==> src/rtl/mpd_pkg.sv <==
// Package mpd_pkg
// Shared type for the port address decoder: the interleave mode encoding.
// Assumes the two-bit encoding below is what the configuration supplies.
package mpd_pkg;

    typedef enum logic [1:0] {
        ILV_NONE = 2'b00,
        ILV_TWO  = 2'b01,
        ILV_FOUR = 2'b10,
        ILV_RSVD = 2'b11
    } ilv_mode_e;

    // number of low address bits consumed by each interleave mode
    function automatic int unsigned ilv_shift(input ilv_mode_e m);
        case (m)
            ILV_TWO:  return 1;
            ILV_FOUR: return 2;
            default:  return 0;
        endcase
    endfunction

endpackage

==> src/rtl/mpd_index_sel.sv <==
// Module mpd_index_sel
// Forms the local word index by dropping the low address bits that the
// interleave mode consumes. Assumes ADDR_W >= IDX_W + SEL_W so every
// shifted window stays inside the address.
module mpd_index_sel
    import mpd_pkg::*;
#(
    parameter int ADDR_W = 22,
    parameter int IDX_W  = 14,
    parameter int SEL_W  = 2
) (
    input  logic [ADDR_W-1:0] addr,
    input  ilv_mode_e         mode,
    output logic [IDX_W-1:0]  idx
);

    localparam int NWAYS = SEL_W + 1;

    logic [IDX_W-1:0] window [NWAYS];

    // one candidate window per possible shift amount
    for (genvar s = 0; s < NWAYS; s++) begin : g_win
        assign window[s] = addr[s +: IDX_W];
    end

    // pick the window matching the active interleave mode
    always_comb begin
        case (mode)
            ILV_NONE: idx = window[0];
            ILV_TWO:  idx = window[1];
            ILV_FOUR: idx = window[SEL_W];
            default:  idx = '0;
        endcase
    end

endmodule

==> src/rtl/mpd_slot_match.sv <==
// Module mpd_slot_match
// Compares the low address bits consumed by interleaving against the slot
// switches. Assumes slot bit j lines up with address vector bit j.
module mpd_slot_match
    import mpd_pkg::*;
#(
    parameter int SEL_W = 2
) (
    input  logic [SEL_W-1:0] addr_low,
    input  logic [SEL_W-1:0] slot,
    input  ilv_mode_e        mode,
    output logic             slot_ok,
    output logic             mode_ok
);

    logic [SEL_W-1:0] care;
    logic [SEL_W-1:0] bit_ok;

    // bits that take part in the slot match for this mode
    always_comb begin
        for (int j = 0; j < SEL_W; j++) begin
            care[j] = (j < int'(ilv_shift(mode)));
        end
    end

    for (genvar j = 0; j < SEL_W; j++) begin : g_bit
        assign bit_ok[j] = !care[j] || (addr_low[j] == slot[j]);
    end

    assign slot_ok = &bit_ok;
    assign mode_ok = (mode != ILV_RSVD);

endmodule

==> src/rtl/mpd_base_match.sv <==
// Module mpd_base_match
// Compares the address field above the index against the base setting,
// masking low bits that interleaving uses for the index and, on a narrow
// bus, the top NARROW_W bits. Assumes base bit i lines up with address
// bit IDX_W+i.
module mpd_base_match
    import mpd_pkg::*;
#(
    parameter int BASE_W   = 8,
    parameter int NARROW_W = 4
) (
    input  logic [BASE_W-1:0] addr_hi,
    input  logic [BASE_W-1:0] base,
    input  ilv_mode_e         mode,
    input  logic              narrow,
    output logic              base_ok
);

    localparam int WIDE_LIM = BASE_W - NARROW_W;

    logic [BASE_W-1:0] care;
    logic [BASE_W-1:0] bit_ok;

    // mask: drop bits below the interleave shift and, if narrow, the top bits
    always_comb begin
        for (int i = 0; i < BASE_W; i++) begin
            care[i] = (i >= int'(ilv_shift(mode))) && !(narrow && (i >= WIDE_LIM));
        end
    end

    for (genvar i = 0; i < BASE_W; i++) begin : g_bit
        assign bit_ok[i] = !care[i] || (addr_hi[i] == base[i]);
    end

    assign base_ok = &bit_ok;

endmodule

==> src/rtl/mpd_out_stage.sv <==
// Module mpd_out_stage
// Optional output register for the decode result. REG_OUT=1 registers both
// outputs with a synchronous active-low reset; REG_OUT=0 passes them through.
module mpd_out_stage #(
    parameter int IDX_W   = 14,
    parameter bit REG_OUT = 1'b1
) (
    input  logic             clk,
    input  logic             rst_n,
    input  logic             hit_d,
    input  logic [IDX_W-1:0] idx_d,
    output logic             hit_q,
    output logic [IDX_W-1:0] idx_q
);

    if (REG_OUT) begin : g_reg
        // capture the decode result once per clock, cleared by reset
        always_ff @(posedge clk) begin
            if (!rst_n) begin
                hit_q <= 1'b0;
                idx_q <= '0;
            end else begin
                hit_q <= hit_d;
                idx_q <= idx_d;
            end
        end
    end else begin : g_comb
        assign hit_q = hit_d;
        assign idx_q = idx_d;
    end

endmodule

==> src/rtl/mport_addr_decode.sv <==
// Module mport_addr_decode
// Address decoder for one port of a shared word-addressed memory module.
// Decides whether a request selects this module and forms the local word
// index. Assumes big-endian numbering on the bus: req_addr[k] carries bit
// 35-k, so req_addr[0] is the least significant address bit.
module mport_addr_decode
    import mpd_pkg::*;
#(
    parameter int ADDR_W   = 22,
    parameter int IDX_W    = 14,
    parameter int SEL_W    = 2,
    parameter int NARROW_W = 4,
    parameter bit REG_OUT  = 1'b1,
    localparam int BASE_W  = ADDR_W - IDX_W
) (
    input  logic              clk,
    input  logic              rst_n,
    input  logic              port_en,
    input  logic              narrow_bus,
    input  logic [BASE_W-1:0] base_sel,
    input  logic [1:0]        ilv_mode,
    input  logic [SEL_W-1:0]  ilv_sel,
    input  logic [ADDR_W-1:0] req_addr,
    output logic              hit,
    output logic [IDX_W-1:0]  word_idx
);

    ilv_mode_e        mode;
    logic [IDX_W-1:0] idx_raw;
    logic             slot_ok;
    logic             mode_ok;
    logic             base_ok;
    logic             hit_d;
    logic [IDX_W-1:0] idx_d;

    assign mode = ilv_mode_e'(ilv_mode);

    mpd_index_sel #(
        .ADDR_W (ADDR_W),
        .IDX_W  (IDX_W),
        .SEL_W  (SEL_W)
    ) u_index (
        .addr (req_addr),
        .mode (mode),
        .idx  (idx_raw)
    );

    mpd_slot_match #(
        .SEL_W (SEL_W)
    ) u_slot (
        .addr_low (req_addr[SEL_W-1:0]),
        .slot     (ilv_sel),
        .mode     (mode),
        .slot_ok  (slot_ok),
        .mode_ok  (mode_ok)
    );

    mpd_base_match #(
        .BASE_W   (BASE_W),
        .NARROW_W (NARROW_W)
    ) u_base (
        .addr_hi (req_addr[ADDR_W-1:IDX_W]),
        .base    (base_sel),
        .mode    (mode),
        .narrow  (narrow_bus),
        .base_ok (base_ok)
    );

    // combine the match terms; the index is forced to zero on a miss
    always_comb begin
        hit_d = port_en && mode_ok && slot_ok && base_ok;
        idx_d = hit_d ? idx_raw : '0;
    end

    mpd_out_stage #(
        .IDX_W   (IDX_W),
        .REG_OUT (REG_OUT)
    ) u_out (
        .clk   (clk),
        .rst_n (rst_n),
        .hit_d (hit_d),
        .idx_d (idx_d),
        .hit_q (hit),
        .idx_q (word_idx)
    );

endmodule

==> config.mk <==
export PLATFORM = sky130hd
export DESIGN_NAME = mport_addr_decode
export DESIGN_NICKNAME = d
export VERILOG_FILES = /design/src/rtl/mpd_pkg.sv /design/src/rtl/mpd_index_sel.sv /design/src/rtl/mpd_slot_match.sv /design/src/rtl/mpd_base_match.sv /design/src/rtl/mpd_out_stage.sv /design/src/rtl/mport_addr_decode.sv
export SDC_FILE = /design/constraint.sdc
export NUM_CORES = 1
export LEC_CHECK = 0
export ABC_AREA = 0
export BUFFER_PORTS_ARGS = -buffer_cell sky130_fd_sc_hd__buf_4
export CAP_MARGIN = 20
export CORE_MARGIN = 3
export CORE_UTILIZATION = 46
export DETAILED_ROUTE_END_ITERATION = 16
export GPL_TIMING_DRIVEN = 1
export PLACE_DENSITY = 0.87
export RECOVER_POWER = 100
export SLEW_MARGIN = 20
export SYNTH_ARGS = -nofsm -noshare
export SYNTH_HDL_FRONTEND = slang
export SYNTH_HIERARCHICAL = 1
export SYNTH_SLANG_ARGS = --single-unit
export TNS_END_PERCENT = 30
==> constraint.sdc <==
create_clock -name clk -period 1.8 [get_ports clk]
set_clock_uncertainty 0.1 [all_clocks]
set_input_delay 0.09 -clock clk [delete_from_list [all_inputs] [get_ports clk]]
set_output_delay 0.09 -clock clk [all_outputs]
set_load 0.005 [all_outputs]
==> results_dict.tcl <==
set metrics [dict create \
    die_h_um 55.20 \
    final_common_cell "buf_4" \
    syn_area_um2 1114 \
    start_kind "input pin" \
    antenna_cells 0 \
    routabilityCongestion 0.7455 \
    p_int_mw 0.5291 \
    dp_hpwl_um 1831 \
    synth-xor-area-share 0.07865 \
    hold_slack_ns 0.2004 \
    synth.ff_latch_count 15 \
    synth_compound_area_frac 0.1000 \
    syn_inst 118 \
    routedWlPerCell_um 11.38 \
    synth_top_area_cell "dfxtp_1" \
    post-cts-setup-buffers 0 \
    antenna_found_initial 0 \
    yosys.area.top_type_share 0.2697 \
    fin_tns_setup_ns 0 \
    synth_fa_ha_area_frac 0.04494 \
    fin_crit_sh 0.7579 \
    synthDistinctLibCells 21 \
    leakage_nw 0.7254 \
    cts_tree "yes" \
    maxCapViolCount 0 \
    ios 53 \
    critPathBufInv 2 \
    path_max_fanout 15 \
    cp-end-kind "flip-flop" \
    setup_ws_ns 0.4358 \
    port_buffers 52 \
    num_vias 944 \
    cp_common_cell "and2_2" \
    grt_pass1_wl_um 3691 \
    hold_violations 0 \
    coreArea_um2 2255 \
    ys_seq_area_frac 0.2697 \
    worst_pin_slew_ns 0.3161 \
    grtUsageTotal 0.1468 \
    critPathArrivalTime_ns 1.49 \
    clkTransAtPathRegs_ns 0.08 \
    finalSetupViolCount 0 \
    yosys-top-cells-area "dfxtp_1 27%, and2_2 17%, mux2i_1 13%" \
    switching_share 0.2498 \
    final-seq-area_um2 300.3 \
    fillCellCount 193 \
    num-nets-final 212 \
    ir_drop_v 0.0003497 \
    design_area_um2 1518 \
    cp_cell_sequence "buf_4 > inv_1 > ha_1 > o2bb2ai_1 > nor4_1 > and4_4 > and2_2 > and2_2" \
    slew_headroom 0.7893 \
    final_cell_mix "38 x buf_4, 25 x and2_2, 19 x clkbuf_4, 15 x dfxtp_1" \
    synth_mux_area_frac 0.1258 \
    clockBufferDepth 2 \
    drt-initial-drc-count 11 \
    avgSynthCellArea_um2 9.437 \
    multi_input_area_um2 724.4 \
    root_buffer "clkbuf_4" \
    drc 0 \
    rsz0062_at_grt "false" \
    post_dp_cell_area_um2 1480 \
    run_status "completed" \
    die_w_um 55.20 \
    p_comb_frac 0.274 \
    synth-simple-area-share 0.3011 \
    drt-total-wl_um 2241 \
    synthToLayoutAreaGrowth_pct 36.29 \
    viasPerCell 4.792 \
    htree_levels 1 \
    p_per_area_nw_per_um2 464.8 \
    cts_buffers 3 \
    rows 17 \
    fin_crit_ns 1.364 \
    synth_warnings 6 \
    antenna_left 0 \
    grt_overflow 0 \
    clock.fmax_ghz 0.7330 \
    grt_pass1_vias 851 \
    cts_sinks 15 \
    critical-path-slowest-cell "and4_4" \
    post-place-ws_ns 0.1465 \
    slowest_delay_ns 0.35 \
    clkPwrFrac 0.253 \
    design_power_total_mw 0.7054 \
    slew_viol_final 0 \
    crit_type "in -> reg" \
    seq_power_share 0.472 \
    synth_top_family_by_area "simple AND/OR/NAND/NOR gates" \
    path_delay_family "simple AND/OR/NAND/NOR gates" \
    die_area_um2 3047 \
    cp.required_ns 1.93 \
    initial_core_util 0.4939 \
    grt_max_degree 30 \
    syn_nets 160 \
    dr.pass1.iters 4 \
    min_path_type "in -> reg" \
    drive_gt1_frac 0.5089 \
    p_sw_mw 0.1762 \
]
==> what timing repair did <==
action,in CTS,in global routing
hold buffers,1,0
gates resized for setup,0,0
hold endpoints to repair,4,0
==> synthesized netlist by cell type, drive strengths merged <==
cell / number
dfxtp: 15
a41oi: 1
nor4: 1
and2: 29
inv: 4
nand3b: 14
buf: 8
xor2: 3
o2bb2ai: 1
a21oi: 1
ha: 4
mux2i: 14
o21ai: 14
a2bb2oi: 1
and4: 1
xnor2: 7
==> metal layers <==
layer | track usage | wire length, um | up-vias
met5 | 0 | 0 | -
met4 | 0.06250 | 27 | 0
met3 | 0.01636 | 115 | 4
met2 | 0.2568 | 1158 | 30
met1 | 0.1800 | 939 | 409
li1 | - | - | 501
==> sequential cells by signal, indices dropped and copies added, names as in the netlist <==
name / cells
u_out/idx_q: 14
u_out/hit_q: 1
==> through the flow <==
stage / instances / utilization
after CTS: 197 / 0.6731
after global routing: 197 / 0.6731
after floorplan: 118 / -
after global placement: 192 / 0.6565
after detailed placement: 192 / 0.6565
final: 197 / 0.6731
==> power by group through the flow <==
stage / Combinational, mW / Sequential [mW] / Clock [mW]
after CTS: 0.195 / 0.333 / 0.188
after floorplan: 0.109 / 0.341 / 0
after global placement: 0.186 / 0.341 / 0
after global routing: 0.215 / 0.334 / 0.202
after detailed placement: 0.193 / 0.341 / 0
final: 0.194 / 0.333 / 0.179
==> logic make-up (layout without fill, tap and decap cells) <==
group,Yosys count,count (layout)
multiplexers,14,14
adder cells (fa/ha/maj),4,4
AO/OA/AOI/OAI,18,18
AND/OR/NAND/NOR,45,45
XOR/XNOR,10,10
buffers and inverters,12,63
flip-flops,15,15
==> area by class of cell <==
class / count / area share
Tap cell: 28 / 0.02308
Inverter: 4 / 0.009893
Timing Repair Buffer: 55 / 0.2737
Clock inverter: 1 / 0.003298
Multi-Input combinational cell: 91 / 0.4773
Clock buffer: 3 / 0.01484
Sequential cell: 15 / 0.1979
==> final timing paths <==
path                        start               to  slack [ns]  cells after the start
worst min-delay path  req_addr[2]   u_out/idx_q[1]        0.20                      5
worst max-delay path  ilv_mode[0]  u_out/idx_q[11]        0.44                      8
Power figures use the tool's default switching activity.
